[config.mk]
export PLATFORM = sky130hd
export DESIGN_NAME = ocf_top
export DESIGN_NICKNAME = d
export VERILOG_FILES = /design/src/rtl/ocf_pkg.sv /design/src/rtl/ocf_cal_ctrl.sv /design/src/rtl/ocf_sat_sub.sv /design/src/rtl/ocf_fmt.sv /design/src/rtl/ocf_top.sv
export SDC_FILE = /design/constraint.sdc
export NUM_CORES = 1
export LEC_CHECK = 0
export CORE_MARGIN = 2
export CORE_UTILIZATION = 40
export CTS_CLUSTER_DIAMETER = 150
export CTS_CLUSTER_SIZE = 24
export DETAILED_ROUTE_END_ITERATION = 10
export MAX_ROUTING_LAYER = met4
export PLACE_DENSITY = 0.62
export SLEW_MARGIN = 0
export SYNTH_ARGS = -nofsm -noshare
export SYNTH_HDL_FRONTEND = slang
export SYNTH_HIERARCHICAL = 1
export SYNTH_SLANG_ARGS = --single-unit
[constraint.sdc]
create_clock -name clk_i -period 2.8 [get_ports clk_i]
set_clock_uncertainty 0.1 [all_clocks]
set_input_delay 0.7 -clock clk_i [delete_from_list [all_inputs] [get_ports clk_i]]
set_output_delay 0.7 -clock clk_i [all_outputs]
set_load 0.02 [all_outputs]
[src/rtl/ocf_pkg.sv]
package ocf_pkg;
  typedef enum logic {ST_RUN = 1'b0, ST_CAL = 1'b1} cal_state_e;
endpackage

[src/rtl/ocf_cal_ctrl.sv]
module ocf_cal_ctrl
  import ocf_pkg::*;
#(
  parameter int DW = 12
) (
  input  logic          clk_i,
  input  logic          rst_ni,
  input  logic          soft_rst_i,
  input  logic          cal_start_i,
  input  logic          raw_valid_i,
  input  logic [DW-1:0] raw_data_i,
  output logic          force_zero_o,
  output logic          capture_o,
  output logic [DW-1:0] offset_o
);
  cal_state_e    state_q;
  logic [DW-1:0] offset_q;

  assign force_zero_o = (state_q == ST_CAL);
  assign capture_o    = force_zero_o && raw_valid_i && !soft_rst_i;
  assign offset_o     = offset_q;

  always_ff @(posedge clk_i or negedge rst_ni) begin
    if (!rst_ni) begin
      state_q  <= ST_RUN;
      offset_q <= '0;
    end else if (soft_rst_i) begin
      state_q  <= ST_RUN;
      offset_q <= '0;
    end else begin
      unique case (state_q)
        ST_RUN: if (cal_start_i) state_q <= ST_CAL;
        ST_CAL: if (raw_valid_i) begin
          offset_q <= raw_data_i;
          state_q  <= ST_RUN;
        end
        default: state_q <= ST_RUN;
      endcase
    end
  end

  p_force_rise_r2: assert property (@(posedge clk_i) disable iff (!rst_ni)
    !force_zero_o && cal_start_i && !soft_rst_i |=> force_zero_o);

  p_restart_ignored_r9: assert property (@(posedge clk_i) disable iff (!rst_ni)
    force_zero_o && cal_start_i && !raw_valid_i && !soft_rst_i |=> force_zero_o);

  p_soft_clear_r8: assert property (@(posedge clk_i) disable iff (!rst_ni)
    soft_rst_i |=> !force_zero_o && offset_o == '0);
endmodule

[src/rtl/ocf_sat_sub.sv]
module ocf_sat_sub #(
  parameter int DW = 12
) (
  input  logic [DW-1:0] a_i,
  input  logic [DW-1:0] b_i,
  output logic [DW-1:0] diff_o
);
  localparam logic signed [DW:0] MAX_W = {2'b00, {(DW-1){1'b1}}};
  localparam logic signed [DW:0] MIN_W = {2'b11, {(DW-1){1'b0}}};

  logic signed [DW:0] wide;

  always_comb begin
    wide = $signed({a_i[DW-1], a_i}) - $signed({b_i[DW-1], b_i});
    if (wide > MAX_W)      diff_o = {1'b0, {(DW-1){1'b1}}};
    else if (wide < MIN_W) diff_o = {1'b1, {(DW-1){1'b0}}};
    else                   diff_o = wide[DW-1:0];
  end
endmodule

[src/rtl/ocf_fmt.sv]
module ocf_fmt #(
  parameter int DW = 12
) (
  input  logic          bin_i,
  input  logic [DW-1:0] val_i,
  output logic [DW-1:0] val_o
);
  // offset binary: flip the sign bit
  assign val_o = {val_i[DW-1] ^ bin_i, val_i[DW-2:0]};
endmodule

[src/rtl/ocf_top.sv]
module ocf_top #(
  parameter int DATA_W = 12
) (
  input  logic              clk_i,
  input  logic              rst_ni,
  input  logic              soft_rst_i,
  input  logic              cal_start_i,
  input  logic              fmt_bin_i,
  input  logic              raw_valid_i,
  input  logic [DATA_W-1:0] raw_data_i,
  output logic              force_zero_o,
  output logic              out_valid_o,
  output logic [DATA_W-1:0] out_data_o
);
  logic              capture;
  logic [DATA_W-1:0] offset;
  logic [DATA_W-1:0] diff;
  logic [DATA_W-1:0] coded;
  logic              valid_q;
  logic [DATA_W-1:0] data_q;

  ocf_cal_ctrl #(.DW(DATA_W)) u_cal (
    .clk_i        (clk_i),
    .rst_ni       (rst_ni),
    .soft_rst_i   (soft_rst_i),
    .cal_start_i  (cal_start_i),
    .raw_valid_i  (raw_valid_i),
    .raw_data_i   (raw_data_i),
    .force_zero_o (force_zero_o),
    .capture_o    (capture),
    .offset_o     (offset)
  );

  ocf_sat_sub #(.DW(DATA_W)) u_sub (
    .a_i    (raw_data_i),
    .b_i    (offset),
    .diff_o (diff)
  );

  ocf_fmt #(.DW(DATA_W)) u_fmt (
    .bin_i (fmt_bin_i),
    .val_i (diff),
    .val_o (coded)
  );

  always_ff @(posedge clk_i or negedge rst_ni) begin
    if (!rst_ni) begin
      valid_q <= 1'b0;
      data_q  <= '0;
    end else begin
      valid_q <= raw_valid_i && !capture && !soft_rst_i;
      if (raw_valid_i) data_q <= coded;
    end
  end

  assign out_valid_o = valid_q;
  assign out_data_o  = data_q;

  p_latency_r7: assert property (@(posedge clk_i) disable iff (!rst_ni)
    raw_valid_i && !force_zero_o && !soft_rst_i |=> out_valid_o);

  p_no_stray_r7: assert property (@(posedge clk_i) disable iff (!rst_ni)
    !raw_valid_i |=> !out_valid_o);

  p_cal_swallow_r3: assert property (@(posedge clk_i) disable iff (!rst_ni)
    force_zero_o && raw_valid_i && !soft_rst_i |=> !force_zero_o && !out_valid_o);

  p_soft_drop_r8: assert property (@(posedge clk_i) disable iff (!rst_ni)
    soft_rst_i |=> !out_valid_o);
endmodule

; Word-level counts from Yosys, hierarchy flattened
; Index checks and enable logic that the tools add are counted.
[word_totals]
register_bits = 26
input_bits = 18
output_inout_bits = 14
elab_cells = 27
[classes]
n_addsub = 1
magnitude_cmp = 2
muxes = 9
n_bitwise = 2
n_reduce_logical = 9
[op_table]
columns = cell, n
row1 = $mux W12, 5
row2 = $gt A13 B12 Y1 const B, 1
row3 = $lt A13 B12 Y1 const B, 1
row4 = $sub A12 B12 Y13, 1
row5 = $logic_and A1 B1 Y1, 4
row6 = $reduce_bool A2 Y1, 2
row7 = $mux W1, 3
row8 = $logic_not A1 Y1, 2
row9 = $pmux W1 S2, 1
row10 = $reduce_and A2 Y1, 1
row11 = $not A1 Y1, 1
row12 = $xor A1 B1 Y1, 1

; Longest topological paths before layout
[logic_depth]
ltp_word = 5
mapped_depth = 12
ltp_nobuf = 11

; Hierarchy
; Netlist, hierarchy kept.
[modules_own_cells]
columns = module, n_inst, cells_per_inst, area_per_inst_um2, seq_area_each_um2
row1 = ocf_sat_sub, 1, 108, 815.8, 0.0
row2 = ocf_cal_ctrl, 1, 61, 681.9, 325.3
row3 = ocf_top, 1, 27, 518.0, 325.3
row4 = ocf_fmt, 1, 12, 91.3, 0.0

; Least setup slack after synthesis
; No wires, ideal clock.
[synth_timing]
kind = input -> register
startpoint = input raw_data_i[0]
endpoint = register data_q[10], in the netlist out_data_o[10]
setup_time_ps = 125
arrival_ps = 2778
required_ps = 2575
setup_slack_ps = -204
path_stages = 11
n_path_buf = 1
path_cell_list = inv_1 -> ha_1 -> fa_1 -> nor2b_4 -> o31a_1 -> o21a_2 -> mux2i_1 -> o2111ai_1 -> maj3_2 -> buf_4 -> mux2_4
[synth_between]
elab_chain_cells = 4
elab_cells_between_ends = 5
cone_classes = add/sub: 1 / order compare: 2 / mux: 2
[synth_lines]
columns = element, line_no
row1 = from (decl), ocf_top.sv:10  ; input logic [DATA_W-1:0] raw_data_i,
row2 = $sub A12 B12 Y13 *, ocf_sat_sub.sv:14  ; wide = $signed({a_i[DW-1], a_i}) - $signed({b_i[DW-1], b_i});
row3 = $lt A13 B12 Y1, ocf_sat_sub.sv:16  ; else if (wide < MIN_W) diff_o = {1'b1, {(DW-1){1'b0}}};
row4 = $mux W12, ocf_sat_sub.sv:16
row5 = $mux W12 *, ocf_sat_sub.sv:15  ; if (wide > MAX_W) diff_o = {1'b0, {(DW-1){1'b1}}};
row6 = via diff[10], ocf_top.sv:17  ; logic [DATA_W-1:0] diff;
row7 = to (signal assigned), ocf_top.sv:52  ; if (raw_valid_i) data_q <= coded;
row8 = to (decl), ocf_top.sv:20  ; logic [DATA_W-1:0] data_q;
; The timed path passes the listed nets; every way through them passes the cells marked *.
; A chain may end at the register's enable or synchronous reset.

; Worst setup path in the final report
[layout_timing]
startpoint = input raw_data_i[8]
endpoint = register data_q[2], in the netlist out_data_o[2]
; Same word-level chain as after synthesis.

==> impl_results.md <==
- Result of the run: finished, final reports clean
- Mux share of post-synthesis cell area: 8.49%
- Largest net degree at the start of global routing: 40
- Antenna viol nets, final: 0
- Site Rows: 26
- Share of synthesized flip-flops with an asynchronous set or reset: 100%
- Core occupancy in the finished layout: 55.0%
- Final wirelength: 4.12 mm
- Clock slew at reported path FFs: 0.11 ns
- Buffers plus inverters on the worst setup path: 2
- DRC Markers: 0
- Clock root buffer master: sky130_fd_sc_hd__clkbuf_8
- Reg-to-reg endpoint: out_data_o[10]
- R2r setup slk: 0.21 ns
- Leakage power figure: 0.00116 µW
- Peak ir drop on the vdd network: 272 µV
- Number of synthesized flops with an enable pin: 0
- CTS tree: yes
- Synthesized instance count: 208
- Number of failing hold endpoints at the final stage: 0
- Largest fanout of any net on the critical path: 6
- Top cell family by delay on the critical path: adder cells
- Initial antenna violation count: 0
- Top cell by count, worst path: sky130_fd_sc_hd__and3_1
- Dominant cells by area after synthesis: sky130_fd_sc_hd__dfrtp_1, sky130_fd_sc_hd__ha_1, sky130_fd_sc_hd__mux2_4
- Termination of the worst setup path: out_data_o[2]
- Normalized max-slew margin: 77.5%
- Total of endpoints with negative setup slack in the final report: 0
- Worst Reg2Reg Path Length in Cells: 9
- Fraction of synthesized cell area taken by the top area cell type: 30.9%
- Number of placed I/O pins: 32
- Required time of the critical path: 2.87 ns
- Area leader, netlist: sky130_fd_sc_hd__dfrtp_1
- Unrepaired setup endpoints after global routing: yes
- Latest clock arrival within the worst-skew pair: 0.28 ns
- Pre-Repair DR Iteration Count: 5
- Crit path time final: 2.74 ns
- Highest clock frequency the design can meet: 365 MHz
- Min-Delay Path Class: register to register
- Start point of the critical path: raw_data_i[8]
- Buffer depth of the longest clock path: 2
- Die Width: 76.6 µm
- Antenna Diode Count: 0
- Final-layout worst hold slack: 0.419 ns
- Type of destination of the critical path: register
- Reg2reg start: u_cal/offset_o[0]
- Number of clock sinks seen by CTS: 26
- Slowest Stage Delay on Critical Path: 0.34 ns
- Cell Chain, Critical Path: dlygate4sd2_1, ha_4, and3_1, and3_1, a21oi_2, a211oi_4, buf_6, xor2_4, maj3_2, mux2_4
- Post-synth design cell area: 2110 µm²
- Post-Synthesis Net Count: 239
- Port buffer count: 31
- Arrival @ worst endpoint: 2.81 ns
- Mean instance size in the synthesized netlist: 10.1 µm²
- Number of clock buffers inserted by TritonCTS: 3
- Actual transition at the worst max-transition pin: 0.337 ns
- Stages on worst setup path: 10
- Number of global-route vias before repair: 1529
- Global route overflow: 0
- Detailed-route via count: 1583
- Via-to-Cell Ratio: 4.89
- Fraction of layout cells with a size suffix above 1: 39.0%
- Worst setup SP type: input pin
- WL/cell: 12.7 µm
- Number of cells on the worst hold path: 1
- Main combinational cell family by area after synthesis: compound AO/OA/AOI/OAI gates
- Wire length of the first global-routing pass: 7.06 mm
- H-tree depth reported by CTS: 1
- DIE HEIGHT: 76.6 µm
- Layout-stage area growth over the synthesis result: 33.3%
- # Max-Cap Violations: 0
- Xor and xnor area share after synthesis: 3.33%
- Pins over their slew limit: 0
- Fill cell instance count of the final layout: 475
- Final GP Congestion: 0.823
- Placeable core region: 5110 µm²
- Post-route clock period utilization: 97.8%
- Arithmetic-cell share of the synthesized area counting full adders, half adders and majority gates: 13.8%
- Register bit total from synthesis: 26
- GR Util All Layers: 14.8%
- Count of yosys warnings during synthesis: 6
- 1st-iter DRT viols: 42
- Sequential element share of the synthesized area: 30.9%
- Die Area: 5860 µm²
- Primary FF master, synth: sky130_fd_sc_hd__dfrtp_1
- Area share of and/or/nand/nor cells after synthesis: 12.7%
- Initial Util: 41.3%
- Critical path's slowest cell: sky130_fd_sc_hd__maj3_2
- Post-synthesis cell type count: 44
- Compound-Gate Fraction of Synth Area: 18.8%
- Fin nets: 286
- Crit Path Category: input pin to register
- DP Wirelength: 3.04 mm
- Pwr dens: 469 nW/µm²
==> placed cells by master (no fill, tap or decap), types with 4 or more instances in the layout <==
master,n
sky130_fd_sc_hd__ha_4,8
sky130_fd_sc_hd__a21oi_1,12
sky130_fd_sc_hd__maj3_2,11
sky130_fd_sc_hd__buf_6,4
sky130_fd_sc_hd__a21bo_2,5
sky130_fd_sc_hd__nand2_1,8
sky130_fd_sc_hd__inv_1,16
sky130_fd_sc_hd__clkbuf_8,4
sky130_fd_sc_hd__xnor2_1,4
sky130_fd_sc_hd__dlygate4sd2_1,4
sky130_fd_sc_hd__dfrtp_1,26
sky130_fd_sc_hd__clkdlybuf4s50_1,22
sky130_fd_sc_hd__a21bo_1,7
sky130_fd_sc_hd__nor2_1,8
sky130_fd_sc_hd__mux2_4,10
sky130_fd_sc_hd__ha_1,4
sky130_fd_sc_hd__o21ai_0,4
sky130_fd_sc_hd__nand3_1,13
sky130_fd_sc_hd__a21oi_2,8
sky130_fd_sc_hd__buf_4,28
==> worst reg2reg max path, stage by stage, from the launching register on <==
cell,delay [ns]
sky130_fd_sc_hd__dfrtp_1,0.43
sky130_fd_sc_hd__ha_4,0.19
sky130_fd_sc_hd__fa_2,0.41
sky130_fd_sc_hd__nor2b_4,0.12
sky130_fd_sc_hd__o31a_1,0.14
sky130_fd_sc_hd__o21a_2,0.19
sky130_fd_sc_hd__mux2i_1,0.22
sky130_fd_sc_hd__o2111ai_2,0.12
sky130_fd_sc_hd__maj3_2,0.30
sky130_fd_sc_hd__mux2_4,0.25
==> per-layer routing <==
| metal | wire [µm] | vias up | GRT usage (%) |
|---|---|---|---|
| met3 | 91 | 4 | 1.42 |
| met1 | 2040 | 756 | 20.2 |
| met2 | 1960 | 23 | 24.2 |
| li1 | - | 800 | - |
| met5 | 0 | - | - |
| met4 | 29 | 0 | 3.27 |
==> where the power goes <==
group	total (µW)	internal, µW	switching [µW]
clock network	260	126	134
registers	461	431	30.3
logic	598	331	266
==> final cells by class <==
class	instances	area, µm²	area share [%]
multi-input cells	143	1380	49.1
flip-flops and latches	26	651	23.2
repair buffers	63	556	19.8
well taps	70	87.6	3.12
inverters	18	80.1	2.85
clock buffers	4	55.1	1.96
==> synth_stat cells, types with 2 or more instances <==
cell type                  number
sky130_fd_sc_hd__nand3_1       13
sky130_fd_sc_hd__a21oi_1       12
sky130_fd_sc_hd__o31a_1         2
sky130_fd_sc_hd__nor2_1         8
sky130_fd_sc_hd__o21a_1         3
sky130_fd_sc_hd__buf_6          5
sky130_fd_sc_hd__mux2_4         9
sky130_fd_sc_hd__xor2_1         4
sky130_fd_sc_hd__nor3_1         3
sky130_fd_sc_hd__dfrtp_1       26
sky130_fd_sc_hd__nor2b_1        3
sky130_fd_sc_hd__a21bo_2        5
sky130_fd_sc_hd__maj3_2         9
sky130_fd_sc_hd__mux2_2         3
sky130_fd_sc_hd__nor3b_1        2
sky130_fd_sc_hd__maj3_1         2
sky130_fd_sc_hd__a21oi_2        8
sky130_fd_sc_hd__nand2b_1       2
sky130_fd_sc_hd__ha_1          12
sky130_fd_sc_hd__o21ai_0        6
sky130_fd_sc_hd__buf_4         14
sky130_fd_sc_hd__inv_1         18
sky130_fd_sc_hd__nand2_1        8
sky130_fd_sc_hd__a21bo_1        7
sky130_fd_sc_hd__xnor2_1        4
sky130_fd_sc_hd__and3_1         2
==> worst min path at each step <==
stage,slack (ns),startpoint,end
finish,0.42,out_data_o[8],out_data_o[8]
global route,0.45,out_data_o[1],out_data_o[1]
CTS,0.42,out_data_o[8],out_data_o[8]
detailed placement,0.40,out_data_o[8],out_data_o[8]
global placement,0.39,out_data_o[11],out_data_o[11]
floorplan,0.30,rst_ni,out_data_o[0]
==> metrics by stage <==
stage / power, µW / cells / worst slack [ns] / TNS (ns) / cell area (µm²)
finish: 1320 / 324 / 0.0623 / 0 / 2810
floorplan: 879 / 208 / -0.0928 / -0.803 / 2200
global route: 1400 / 324 / -0.00539 / -0.00982 / 2810
global placement: 1030 / 316 / -0.760 / -8.74 / 2630
detailed placement: 1040 / 316 / -0.810 / -9.31 / 2630
CTS: 1330 / 324 / -0.0188 / -0.0270 / 2820
==> cell families (layout without fill, tap and decap cells) <==
group | Yosys count | after routing
adders and majority gates | 24 | 24
muxes | 13 | 13
AOI/OAI and AO/OA | 49 | 49
and+or+nand+nor | 48 | 48
DFF | 26 | 26
xor gates and xnor gates | 8 | 9
buffers and inverters | 40 | 85
==> what timing repair did <==
item                       4_1_cts  5_1_grt
setup endpoints to repair       12       11
hold buffers                     0        0
setup buffers                    4        1
pin swaps                       13        8
resized for setup               29        9
cloned                           1        0
==> sequential cells by signal (all words and copies together) (netlist names) <==
register / cells
out_data_o: 12
u_cal/offset_o: 12
out_valid_o: 1
u_cal/force_zero_o: 1
Note: power is estimated with default switching activity, not from simulation.
